`src/rtl/dci_pkg.sv`:
```
package dci_pkg;
  localparam int CMD_W = 6;

  // bit0 cs, bit1 we, bit2 cas, bit3 ras, bit4 wr-data flag, bit5 rd flag
  typedef struct packed {
    logic rd_cap;
    logic wr_en;
    logic ras;
    logic cas;
    logic we;
    logic cs;
  } cmd_t;

  // global register addresses
  localparam logic [7:0] ADR_CTRL     = 8'h00;
  localparam logic [7:0] ADR_RD_ISSUE = 8'h01;
  localparam logic [7:0] ADR_WR_ISSUE = 8'h02;

  // per-phase offsets inside an 8-word window starting at 0x10
  localparam logic [2:0] OFF_CMD   = 3'd0;
  localparam logic [2:0] OFF_ISSUE = 3'd1;
  localparam logic [2:0] OFF_ADDR  = 3'd2;
  localparam logic [2:0] OFF_BANK  = 3'd3;
  localparam logic [2:0] OFF_WDATA = 3'd4;
  localparam logic [2:0] OFF_RDATA = 3'd5;
endpackage

```
`src/rtl/dci_phase.sv`:
```
module dci_phase
  import dci_pkg::*;
#(
  parameter int ADDR_W = 14,
  parameter int BANK_W = 3,
  parameter int DATA_W = 32,
  parameter int REG_W  = 32
) (
  input  logic              clk,
  input  logic              rst_n,
  input  logic              sel,
  input  logic              wr_cmd,
  input  logic              wr_addr,
  input  logic              wr_bank,
  input  logic              wr_data,
  input  logic              issue,
  input  logic [REG_W-1:0]  reg_wdata,
  input  logic [DATA_W-1:0] phy_rddata,
  input  logic              phy_rdvalid,
  output cmd_t              cmd_q,
  output logic [ADDR_W-1:0] addr_q,
  output logic [BANK_W-1:0] bank_q,
  output logic [DATA_W-1:0] wrdata_q,
  output logic [DATA_W-1:0] rddata_q,
  output logic              pulse_q,
  output logic              inj_cs_n,
  output logic              inj_we_n,
  output logic              inj_cas_n,
  output logic              inj_ras_n,
  output logic              inj_wren,
  output logic              inj_rden
);
  logic fire;
  logic armed_q;

  // a strobe counts only while software owns the bus
  assign fire = issue && !sel;

  always_ff @(posedge clk or negedge rst_n) begin
    if (!rst_n) begin
      cmd_q    <= '0;
      addr_q   <= '0;
      bank_q   <= '0;
      wrdata_q <= '0;
    end else begin
      if (wr_cmd)  cmd_q    <= cmd_t'(reg_wdata[CMD_W-1:0]);
      if (wr_addr) addr_q   <= reg_wdata[ADDR_W-1:0];
      if (wr_bank) bank_q   <= reg_wdata[BANK_W-1:0];
      if (wr_data) wrdata_q <= reg_wdata[DATA_W-1:0];
    end
  end

  always_ff @(posedge clk or negedge rst_n) begin
    if (!rst_n) begin
      pulse_q  <= 1'b0;
      armed_q  <= 1'b0;
      rddata_q <= '0;
    end else begin
      pulse_q <= fire;
      if (fire && cmd_q.rd_cap) begin
        armed_q <= 1'b1;
      end else if (armed_q && phy_rdvalid) begin
        rddata_q <= phy_rddata;
        armed_q  <= 1'b0;
      end
    end
  end

  assign inj_cs_n  = ~(pulse_q & cmd_q.cs);
  assign inj_we_n  = ~(pulse_q & cmd_q.we);
  assign inj_cas_n = ~(pulse_q & cmd_q.cas);
  assign inj_ras_n = ~(pulse_q & cmd_q.ras);
  assign inj_wren  = pulse_q & cmd_q.wr_en;
  assign inj_rden  = pulse_q & cmd_q.rd_cap;
endmodule

```
`src/rtl/dci_mux.sv`:
```
module dci_mux #(
  parameter int NP     = 4,
  parameter int ADDR_W = 14,
  parameter int BANK_W = 3,
  parameter int DATA_W = 32
) (
  input  logic                 sel,
  input  logic [3:1]           ctrl_pins,
  input  logic [NP-1:0]        ctl_cs_n,
  input  logic [NP-1:0]        ctl_we_n,
  input  logic [NP-1:0]        ctl_cas_n,
  input  logic [NP-1:0]        ctl_ras_n,
  input  logic [NP*ADDR_W-1:0] ctl_address,
  input  logic [NP*BANK_W-1:0] ctl_bank,
  input  logic [NP*DATA_W-1:0] ctl_wrdata,
  input  logic [NP-1:0]        ctl_wrdata_en,
  input  logic [NP-1:0]        ctl_rddata_en,
  input  logic                 ctl_cke,
  input  logic                 ctl_odt,
  input  logic                 ctl_reset_n,
  input  logic [NP-1:0]        inj_cs_n,
  input  logic [NP-1:0]        inj_we_n,
  input  logic [NP-1:0]        inj_cas_n,
  input  logic [NP-1:0]        inj_ras_n,
  input  logic [NP*ADDR_W-1:0] inj_address,
  input  logic [NP*BANK_W-1:0] inj_bank,
  input  logic [NP*DATA_W-1:0] inj_wrdata,
  input  logic [NP-1:0]        inj_wrdata_en,
  input  logic [NP-1:0]        inj_rddata_en,
  output logic [NP-1:0]        dfi_cs_n,
  output logic [NP-1:0]        dfi_we_n,
  output logic [NP-1:0]        dfi_cas_n,
  output logic [NP-1:0]        dfi_ras_n,
  output logic [NP*ADDR_W-1:0] dfi_address,
  output logic [NP*BANK_W-1:0] dfi_bank,
  output logic [NP*DATA_W-1:0] dfi_wrdata,
  output logic [NP-1:0]        dfi_wrdata_en,
  output logic [NP-1:0]        dfi_rddata_en,
  output logic                 dfi_cke,
  output logic                 dfi_odt,
  output logic                 dfi_reset_n
);
  assign dfi_cs_n      = sel ? ctl_cs_n      : inj_cs_n;
  assign dfi_we_n      = sel ? ctl_we_n      : inj_we_n;
  assign dfi_cas_n     = sel ? ctl_cas_n     : inj_cas_n;
  assign dfi_ras_n     = sel ? ctl_ras_n     : inj_ras_n;
  assign dfi_address   = sel ? ctl_address   : inj_address;
  assign dfi_bank      = sel ? ctl_bank      : inj_bank;
  assign dfi_wrdata    = sel ? ctl_wrdata    : inj_wrdata;
  assign dfi_wrdata_en = sel ? ctl_wrdata_en : inj_wrdata_en;
  assign dfi_rddata_en = sel ? ctl_rddata_en : inj_rddata_en;
  assign dfi_cke       = sel ? ctl_cke       : ctrl_pins[1];
  assign dfi_odt       = sel ? ctl_odt       : ctrl_pins[2];
  assign dfi_reset_n   = sel ? ctl_reset_n   : ctrl_pins[3];
endmodule

```
`src/rtl/dram_cmd_inject.sv`:
```
module dram_cmd_inject
  import dci_pkg::*;
#(
  parameter int NP       = 4,
  parameter int ADDR_W   = 14,
  parameter int BANK_W   = 3,
  parameter int DATA_W   = 32,
  parameter int REG_W    = 32,
  parameter int REG_AW   = 8,
  parameter int RD_PHASE = 2,
  parameter int WR_PHASE = 3
) (
  input  logic                 clk,
  input  logic                 rst_n,
  input  logic                 reg_wr,
  input  logic [REG_AW-1:0]    reg_addr,
  input  logic [REG_W-1:0]     reg_wdata,
  output logic [REG_W-1:0]     reg_rdata,
  input  logic [NP-1:0]        ctl_cs_n,
  input  logic [NP-1:0]        ctl_we_n,
  input  logic [NP-1:0]        ctl_cas_n,
  input  logic [NP-1:0]        ctl_ras_n,
  input  logic [NP*ADDR_W-1:0] ctl_address,
  input  logic [NP*BANK_W-1:0] ctl_bank,
  input  logic [NP*DATA_W-1:0] ctl_wrdata,
  input  logic [NP-1:0]        ctl_wrdata_en,
  input  logic [NP-1:0]        ctl_rddata_en,
  input  logic                 ctl_cke,
  input  logic                 ctl_odt,
  input  logic                 ctl_reset_n,
  output logic [NP-1:0]        dfi_cs_n,
  output logic [NP-1:0]        dfi_we_n,
  output logic [NP-1:0]        dfi_cas_n,
  output logic [NP-1:0]        dfi_ras_n,
  output logic [NP*ADDR_W-1:0] dfi_address,
  output logic [NP*BANK_W-1:0] dfi_bank,
  output logic [NP*DATA_W-1:0] dfi_wrdata,
  output logic [NP-1:0]        dfi_wrdata_en,
  output logic [NP-1:0]        dfi_rddata_en,
  output logic                 dfi_cke,
  output logic                 dfi_odt,
  output logic                 dfi_reset_n,
  input  logic [NP*DATA_W-1:0] phy_rddata,
  input  logic [NP-1:0]        phy_rddata_valid
);
  localparam int PHW = REG_AW - 3;

  logic [3:0] ctrl_q;
  logic       rd_alias, wr_alias;

  logic [NP-1:0]        issue_vec, pulse_vec;
  logic [NP-1:0]        inj_cs_n, inj_we_n, inj_cas_n, inj_ras_n;
  logic [NP-1:0]        inj_wren, inj_rden;
  logic [NP*ADDR_W-1:0] inj_address;
  logic [NP*BANK_W-1:0] inj_bank;
  logic [NP*DATA_W-1:0] inj_wrdata;

  cmd_t              cmd_q    [NP];
  logic [ADDR_W-1:0] addr_q   [NP];
  logic [BANK_W-1:0] bank_q   [NP];
  logic [DATA_W-1:0] wrdata_q [NP];
  logic [DATA_W-1:0] rddata_q [NP];

  always_ff @(posedge clk or negedge rst_n) begin
    if (!rst_n)                                ctrl_q <= '0;
    else if (reg_wr && reg_addr == ADR_CTRL)   ctrl_q <= reg_wdata[3:0];
  end

  assign rd_alias = reg_wr && reg_addr == ADR_RD_ISSUE && reg_wdata[0];
  assign wr_alias = reg_wr && reg_addr == ADR_WR_ISSUE && reg_wdata[0];

  for (genvar p = 0; p < NP; p++) begin : g_ph
    logic hit;
    assign hit = reg_wr && (reg_addr[REG_AW-1:3] == PHW'(p + 2));
    assign issue_vec[p] = (hit && reg_addr[2:0] == OFF_ISSUE && reg_wdata[0])
                        || (p == RD_PHASE && rd_alias)
                        || (p == WR_PHASE && wr_alias);

    dci_phase #(
      .ADDR_W(ADDR_W), .BANK_W(BANK_W), .DATA_W(DATA_W), .REG_W(REG_W)
    ) u_phase (
      .clk        (clk),
      .rst_n      (rst_n),
      .sel        (ctrl_q[0]),
      .wr_cmd     (hit && reg_addr[2:0] == OFF_CMD),
      .wr_addr    (hit && reg_addr[2:0] == OFF_ADDR),
      .wr_bank    (hit && reg_addr[2:0] == OFF_BANK),
      .wr_data    (hit && reg_addr[2:0] == OFF_WDATA),
      .issue      (issue_vec[p]),
      .reg_wdata  (reg_wdata),
      .phy_rddata (phy_rddata[p*DATA_W +: DATA_W]),
      .phy_rdvalid(phy_rddata_valid[p]),
      .cmd_q      (cmd_q[p]),
      .addr_q     (addr_q[p]),
      .bank_q     (bank_q[p]),
      .wrdata_q   (wrdata_q[p]),
      .rddata_q   (rddata_q[p]),
      .pulse_q    (pulse_vec[p]),
      .inj_cs_n   (inj_cs_n[p]),
      .inj_we_n   (inj_we_n[p]),
      .inj_cas_n  (inj_cas_n[p]),
      .inj_ras_n  (inj_ras_n[p]),
      .inj_wren   (inj_wren[p]),
      .inj_rden   (inj_rden[p])
    );

    assign inj_address[p*ADDR_W +: ADDR_W] = addr_q[p];
    assign inj_bank[p*BANK_W +: BANK_W]    = bank_q[p];
    assign inj_wrdata[p*DATA_W +: DATA_W]  = wrdata_q[p];
  end

  always_comb begin
    reg_rdata = '0;
    if (reg_addr == ADR_CTRL) reg_rdata = REG_W'(ctrl_q);
    for (int p = 0; p < NP; p++) begin
      if (reg_addr[REG_AW-1:3] == PHW'(p + 2)) begin
        case (reg_addr[2:0])
          OFF_CMD:   reg_rdata = REG_W'(cmd_q[p]);
          OFF_ADDR:  reg_rdata = REG_W'(addr_q[p]);
          OFF_BANK:  reg_rdata = REG_W'(bank_q[p]);
          OFF_WDATA: reg_rdata = REG_W'(wrdata_q[p]);
          OFF_RDATA: reg_rdata = REG_W'(rddata_q[p]);
          default:   reg_rdata = '0;
        endcase
      end
    end
  end

  dci_mux #(
    .NP(NP), .ADDR_W(ADDR_W), .BANK_W(BANK_W), .DATA_W(DATA_W)
  ) u_mux (
    .sel          (ctrl_q[0]),
    .ctrl_pins    (ctrl_q[3:1]),
    .ctl_cs_n     (ctl_cs_n),
    .ctl_we_n     (ctl_we_n),
    .ctl_cas_n    (ctl_cas_n),
    .ctl_ras_n    (ctl_ras_n),
    .ctl_address  (ctl_address),
    .ctl_bank     (ctl_bank),
    .ctl_wrdata   (ctl_wrdata),
    .ctl_wrdata_en(ctl_wrdata_en),
    .ctl_rddata_en(ctl_rddata_en),
    .ctl_cke      (ctl_cke),
    .ctl_odt      (ctl_odt),
    .ctl_reset_n  (ctl_reset_n),
    .inj_cs_n     (inj_cs_n),
    .inj_we_n     (inj_we_n),
    .inj_cas_n    (inj_cas_n),
    .inj_ras_n    (inj_ras_n),
    .inj_address  (inj_address),
    .inj_bank     (inj_bank),
    .inj_wrdata   (inj_wrdata),
    .inj_wrdata_en(inj_wren),
    .inj_rddata_en(inj_rden),
    .dfi_cs_n     (dfi_cs_n),
    .dfi_we_n     (dfi_we_n),
    .dfi_cas_n    (dfi_cas_n),
    .dfi_ras_n    (dfi_ras_n),
    .dfi_address  (dfi_address),
    .dfi_bank     (dfi_bank),
    .dfi_wrdata   (dfi_wrdata),
    .dfi_wrdata_en(dfi_wrdata_en),
    .dfi_rddata_en(dfi_rddata_en),
    .dfi_cke      (dfi_cke),
    .dfi_odt      (dfi_odt),
    .dfi_reset_n  (dfi_reset_n)
  );
endmodule

```
`config.mk`:
```
export PLATFORM = sky130hd
export DESIGN_NAME = dram_cmd_inject
export DESIGN_NICKNAME = d
export VERILOG_FILES = /design/src/rtl/dci_pkg.sv /design/src/rtl/dci_phase.sv /design/src/rtl/dci_mux.sv /design/src/rtl/dram_cmd_inject.sv
export SDC_FILE = /design/constraint.sdc
export NUM_CORES = 1
export LEC_CHECK = 0
export CAP_MARGIN = 20
export CORE_AREA = 2 2 256 258
export DETAILED_ROUTE_END_ITERATION = 8
export DIE_AREA = 0 0 258 260
export PLACE_DENSITY = 0.69
export SLEW_MARGIN = 20
export SYNTH_ARGS = -nofsm -noshare
export SYNTH_HDL_FRONTEND = slang
export SYNTH_HIERARCHICAL = 1
export SYNTH_SLANG_ARGS = --single-unit
```
`constraint.sdc`:
```
create_clock -name clk -period 3.6 [get_ports clk]
set_input_delay 0.36 -clock clk [delete_from_list [all_inputs] [get_ports clk]]
set_output_delay 0.36 -clock clk [all_outputs]
set_load 0.01 [all_outputs]
```
==> summary.txt <==
Power and ir drop
  • NetSw: roughly 2.7 mW
  • Power per cell area: 369 nW/um^2
  • Logic pwr share: 0.183
  • Pint: roughly 8.1 mW
  • Clock share of power: 0.397
  • Leakage Power: 12.6 nW
  • Pwr Total: 10.8 mW
  • Max IR drop VDD: 0.275 mV
  • Switch share: 0.252
  • Flop pwr share: 0.419

Layout
  • Share of cells above drive strength 1: 0.351
  • Layout filler cell count: 5,740
  • Area of the multi-input gates: between 10,000 and 15,000 um^2
  • Commonest non-fill, non-tap cells in the layout: clkdlybuf4s50_1 (649), mux2_2 (403), dfrtp_1 (359), mux2_4 (178), mux2i_1 (78)
  • Commonest non-fill, non-tap cell in the layout: clkdlybuf4s50_1
  • Area grow syn2layout: 44.6%
  • Seq. cell area: 9010 um^2
  • Final nets: between 2,000 and 3,000

Logic synthesis
  • Syn Inst Count: 1,490
  • Syn Area/Cell: about 14 um^2
  • Top cell type's share of synthesized area: 0.446
  • Post-synth EDFFs: 0
  • Async S/R FF share, synth: 1.00
  • Post-synthesis net count: 1,888
  • Post-synthesis sequential area ratio: 0.446
  • Cell Area, Synth: 20,200 um^2
  • Synth area leader: dfrtp_1
  • Flops & latches, synth: 360
  • Ys Warns: 6
  • Post-synth top flop: dfrtp_1
  • Synth area leaders: dfrtp_1 (45%), mux2_2 (22%), mux2_4 (13%)
  • Synth unique cells: 52

Placed design
  • DP HPWL: between 50,000 and 60,000 um
  • Dpl ws: 0.117 ns
  • Buffers on Ports: 652
  • GPL Wtd Cong: 0.876

STA
  • RSZ-0062 raised after global routing: no
  • Final hold viol count: 0
  • Crit path time final: 3.41 ns
  • Sum Neg Setup Slack: 0 ns
  • Tcrit/Tclk final: 0.946
  • Clock skew: around 0.022 ns
  • Worst Slack Setup Final: roughly 0.19 ns
  • Slew @ Worst Pin: 0.975 ns
  • Number of setup violations in the final report: 0
  • Max Slew Vio Count: 0
  • F_max: 0.294 GHz
  • Worst slew margin: 0.333

Worst setup path
  • CP max stage delay: 0.67 ns
  • Critical Path RT: 3.24 ns
  • Reg2reg start: ctrl_q[0]$_DFFE_PN0P_
  • Crit-path cells: clkdlybuf4s50_1, nor4b_4, nand2b_1, a21o_1, a221oi_2, a2111oi_2, clkdlybuf4s50_1
  • Worst Path Max Fanout: 8
  • Crit Path Class: primary input to primary output
  • CP max-delay cell: clkdlybuf4s50_1
  • Crit start category: primary input
  • CP most frequent cell: clkdlybuf4s50_1
  • CP startpoint: reg_addr[5]
  • CP arrival: between 3 and 4 ns
  • Crit end category: primary output

Routing
  • WL met3: approximately 5200 um
  • Met1 WL: 31,600 um
  • Wirelength per Cell: 25.4 um
  • WL met2: 38,300 um
  • Routed vias/inst: 5.12
  • DR iter-0 viols: 1,002
  • DR top layer: met5
  • ANT nets after route: 0
  • DRC viols: 0
  • Drt first pass iters: 5
  • Via count: 15,500
  • WL final: 77,200 um

Clocking
  • CTS root buffer: clkbuf_16
  • CTS H-Tree Depth: 2
  • Clk sinks: 360
  • Clock slew at reported path FFs: 0.06 ns
  • Setup bufs post-CTS: 0
  • Max clock buf depth: 3
  • Cts bufs inserted: 42
  • CTS tree: done
  • Clock Latency Late Sink: 0.57 ns

Die
  • # rows: 93
  • DIE WIDTH: about 260 um
  • Io pins: approximately 650
  • Initial Utilization: 0.315
  • Die Footprint: 67,100 um^2
  • Die Ht: ~260 um
  • Total core area: 64,100 um^2

GRT
  • First-pass GRT wire length: 110,000 um
  • Vias in the first global route: 16,400
  • Pin count of the biggest net entering global routing: between 90 and 100
  • Initial antenna violation count: 8
  • Congestion Overflow GR: 0
  • Total GRT Usage: 0.222

Hold path
  • Hold WC Path Type: primary input to async pin

Run status
  • Status: completed

Run
  • Maxcap violations: 0
-- path summary, 6_finish.rpt --
path | cells past startpoint | end | slack, ns
hold / removal | 2 | g_ph[2].u_phase/rddata_q[0]$_DFFE_PN0P_ | 0.29
max in group asynchronous | 3 | g_ph[2].u_phase/addr_q[9]$_DFFE_PN0P_ | 2.45
min in group clk | 2 | g_ph[1].u_phase/rddata_q[17]$_DFFE_PN0P_ | 0.40
setup reg to reg | 6 | g_ph[0].u_phase/rddata_q[22]$_DFFE_PN0P_ | 1.13
setup / recovery | 7 | reg_rdata[5] | 0.19
hold reg to reg | 1 | g_ph[3].u_phase/rddata_q[8]$_DFFE_PN0P_ | 0.50
-- state kept, by name, summed over array words and instances, names as in the netlist --
name	cells
g_ph.u_phase/rddata_q	128
g_ph.u_phase/cmd_q	24
g_ph.u_phase/bank_q	12
g_ph.u_phase/addr_q	56
g_ph.u_phase/wrdata_q	128
g_ph.u_phase/pulse_q	4
ctrl_q	4
g_ph.u_phase/armed_q	4
-- cells in the mapped netlist, types with 2 or more instances --
master / instances
mux2i_1: 78
a21oi_1: 49
o21ai_1: 2
nor4b_4: 2
a22oi_1: 20
nor2b_1: 4
a221oi_1: 8
buf_6: 32
a21oi_4: 4
a32oi_1: 5
a211oi_1: 2
and2_1: 12
buf_4: 7
clkbuf_1: 26
inv_1: 6
mux2_4: 178
nor2b_4: 4
nor2_1: 63
o21ai_0: 11
o22ai_1: 24
o221ai_1: 16
mux4_2: 18
mux2_2: 403
dfrtp_1: 360
nand3_1: 20
nand4_1: 2
nand2_1: 54
mux2_1: 11
a21o_1: 2
buf_2: 41
and3_1: 2
nand2b_1: 3
buf_1: 2
-- logic make-up (layout without fill, tap and decap cells) --
kind of cell / count (synthesis) / after routing / synth area share
flip-flops: 360 / 360 / 0.446
buffers and inverters: 114 / 796 / 0.0369
other: 0 / 9 / 0
multiplexers: 688 / 688 / 0.422
AND/OR/NAND/NOR: 177 / 177 / 0.0437
AO/OA/AOI/OAI: 151 / 151 / 0.0514
-- power by group through the flow --
| stage | clock network [mW] | registers [mW] | logic, mW |
|---|---|---|---|
| 6_report | 4.28 | 4.51 | 1.97 |
| 5_1_grt | 4.56 | 4.54 | 2.09 |
| 4_1_cts | 4.38 | 4.51 | 1.99 |
| 3_5_place_dp | 0 | 4.58 | 1.97 |
| 3_3_place_gp | 0 | 4.58 | 1.94 |
| 2_1_floorplan | 0 | 4.47 | 0.887 |
-- stage by stage --
step / hold WS, ns / cell area [um^2] / cells / utilization
5_1_grt: 0.304 / 29200 / 3032 / 0.455
3_5_place_dp: 0.280 / 27800 / 2953 / 0.434
4_1_cts: 0.277 / 29200 / 3027 / 0.455
3_3_place_gp: 0.276 / 27800 / 2953 / 0.434
6_report: 0.295 / 29200 / 3036 / 0.456
2_1_floorplan: 0.0644 / 20200 / 1490 / -
-- final cells by class --
type / count / share of cell area
timing repair buffer: 717 / 0.247
tap: 855 / 0.0366
clock buffer: 58 / 0.0408
multi-input combinational: 1016 / 0.360
clock inverter: 15 / 0.00630
inverter: 6 / 0.000771
antenna: 9 / 0.000771
sequential: 360 / 0.309
-- per-layer routing --
layer	up-vias	track usage
met5	-	0
met4	2	0.0721
met3	128	0.0476
met2	644	0.378
met1	7936	0.280
li1	6831	-
-- worst max-delay path: cells and delay by family --
| kind | cells | cell delay, ns |
|---|---|---|
| AO/OA/AOI/OAI | 3 | 0.65 |
| buffers and inverters | 2 | 1.18 |
| AND/OR/NAND/NOR | 2 | 0.84 |
-- repair_timing --
| action | 4_1_cts | 5_1_grt |
|---|---|---|
| hold endpoints to repair | 35 | 0 |
| hold buffers | 1 | 0 |
| resized for setup | 0 | 0 |
| setup endpoints to repair | 0 | 0 |
Note: power is estimated with default switching activity, not from simulation.
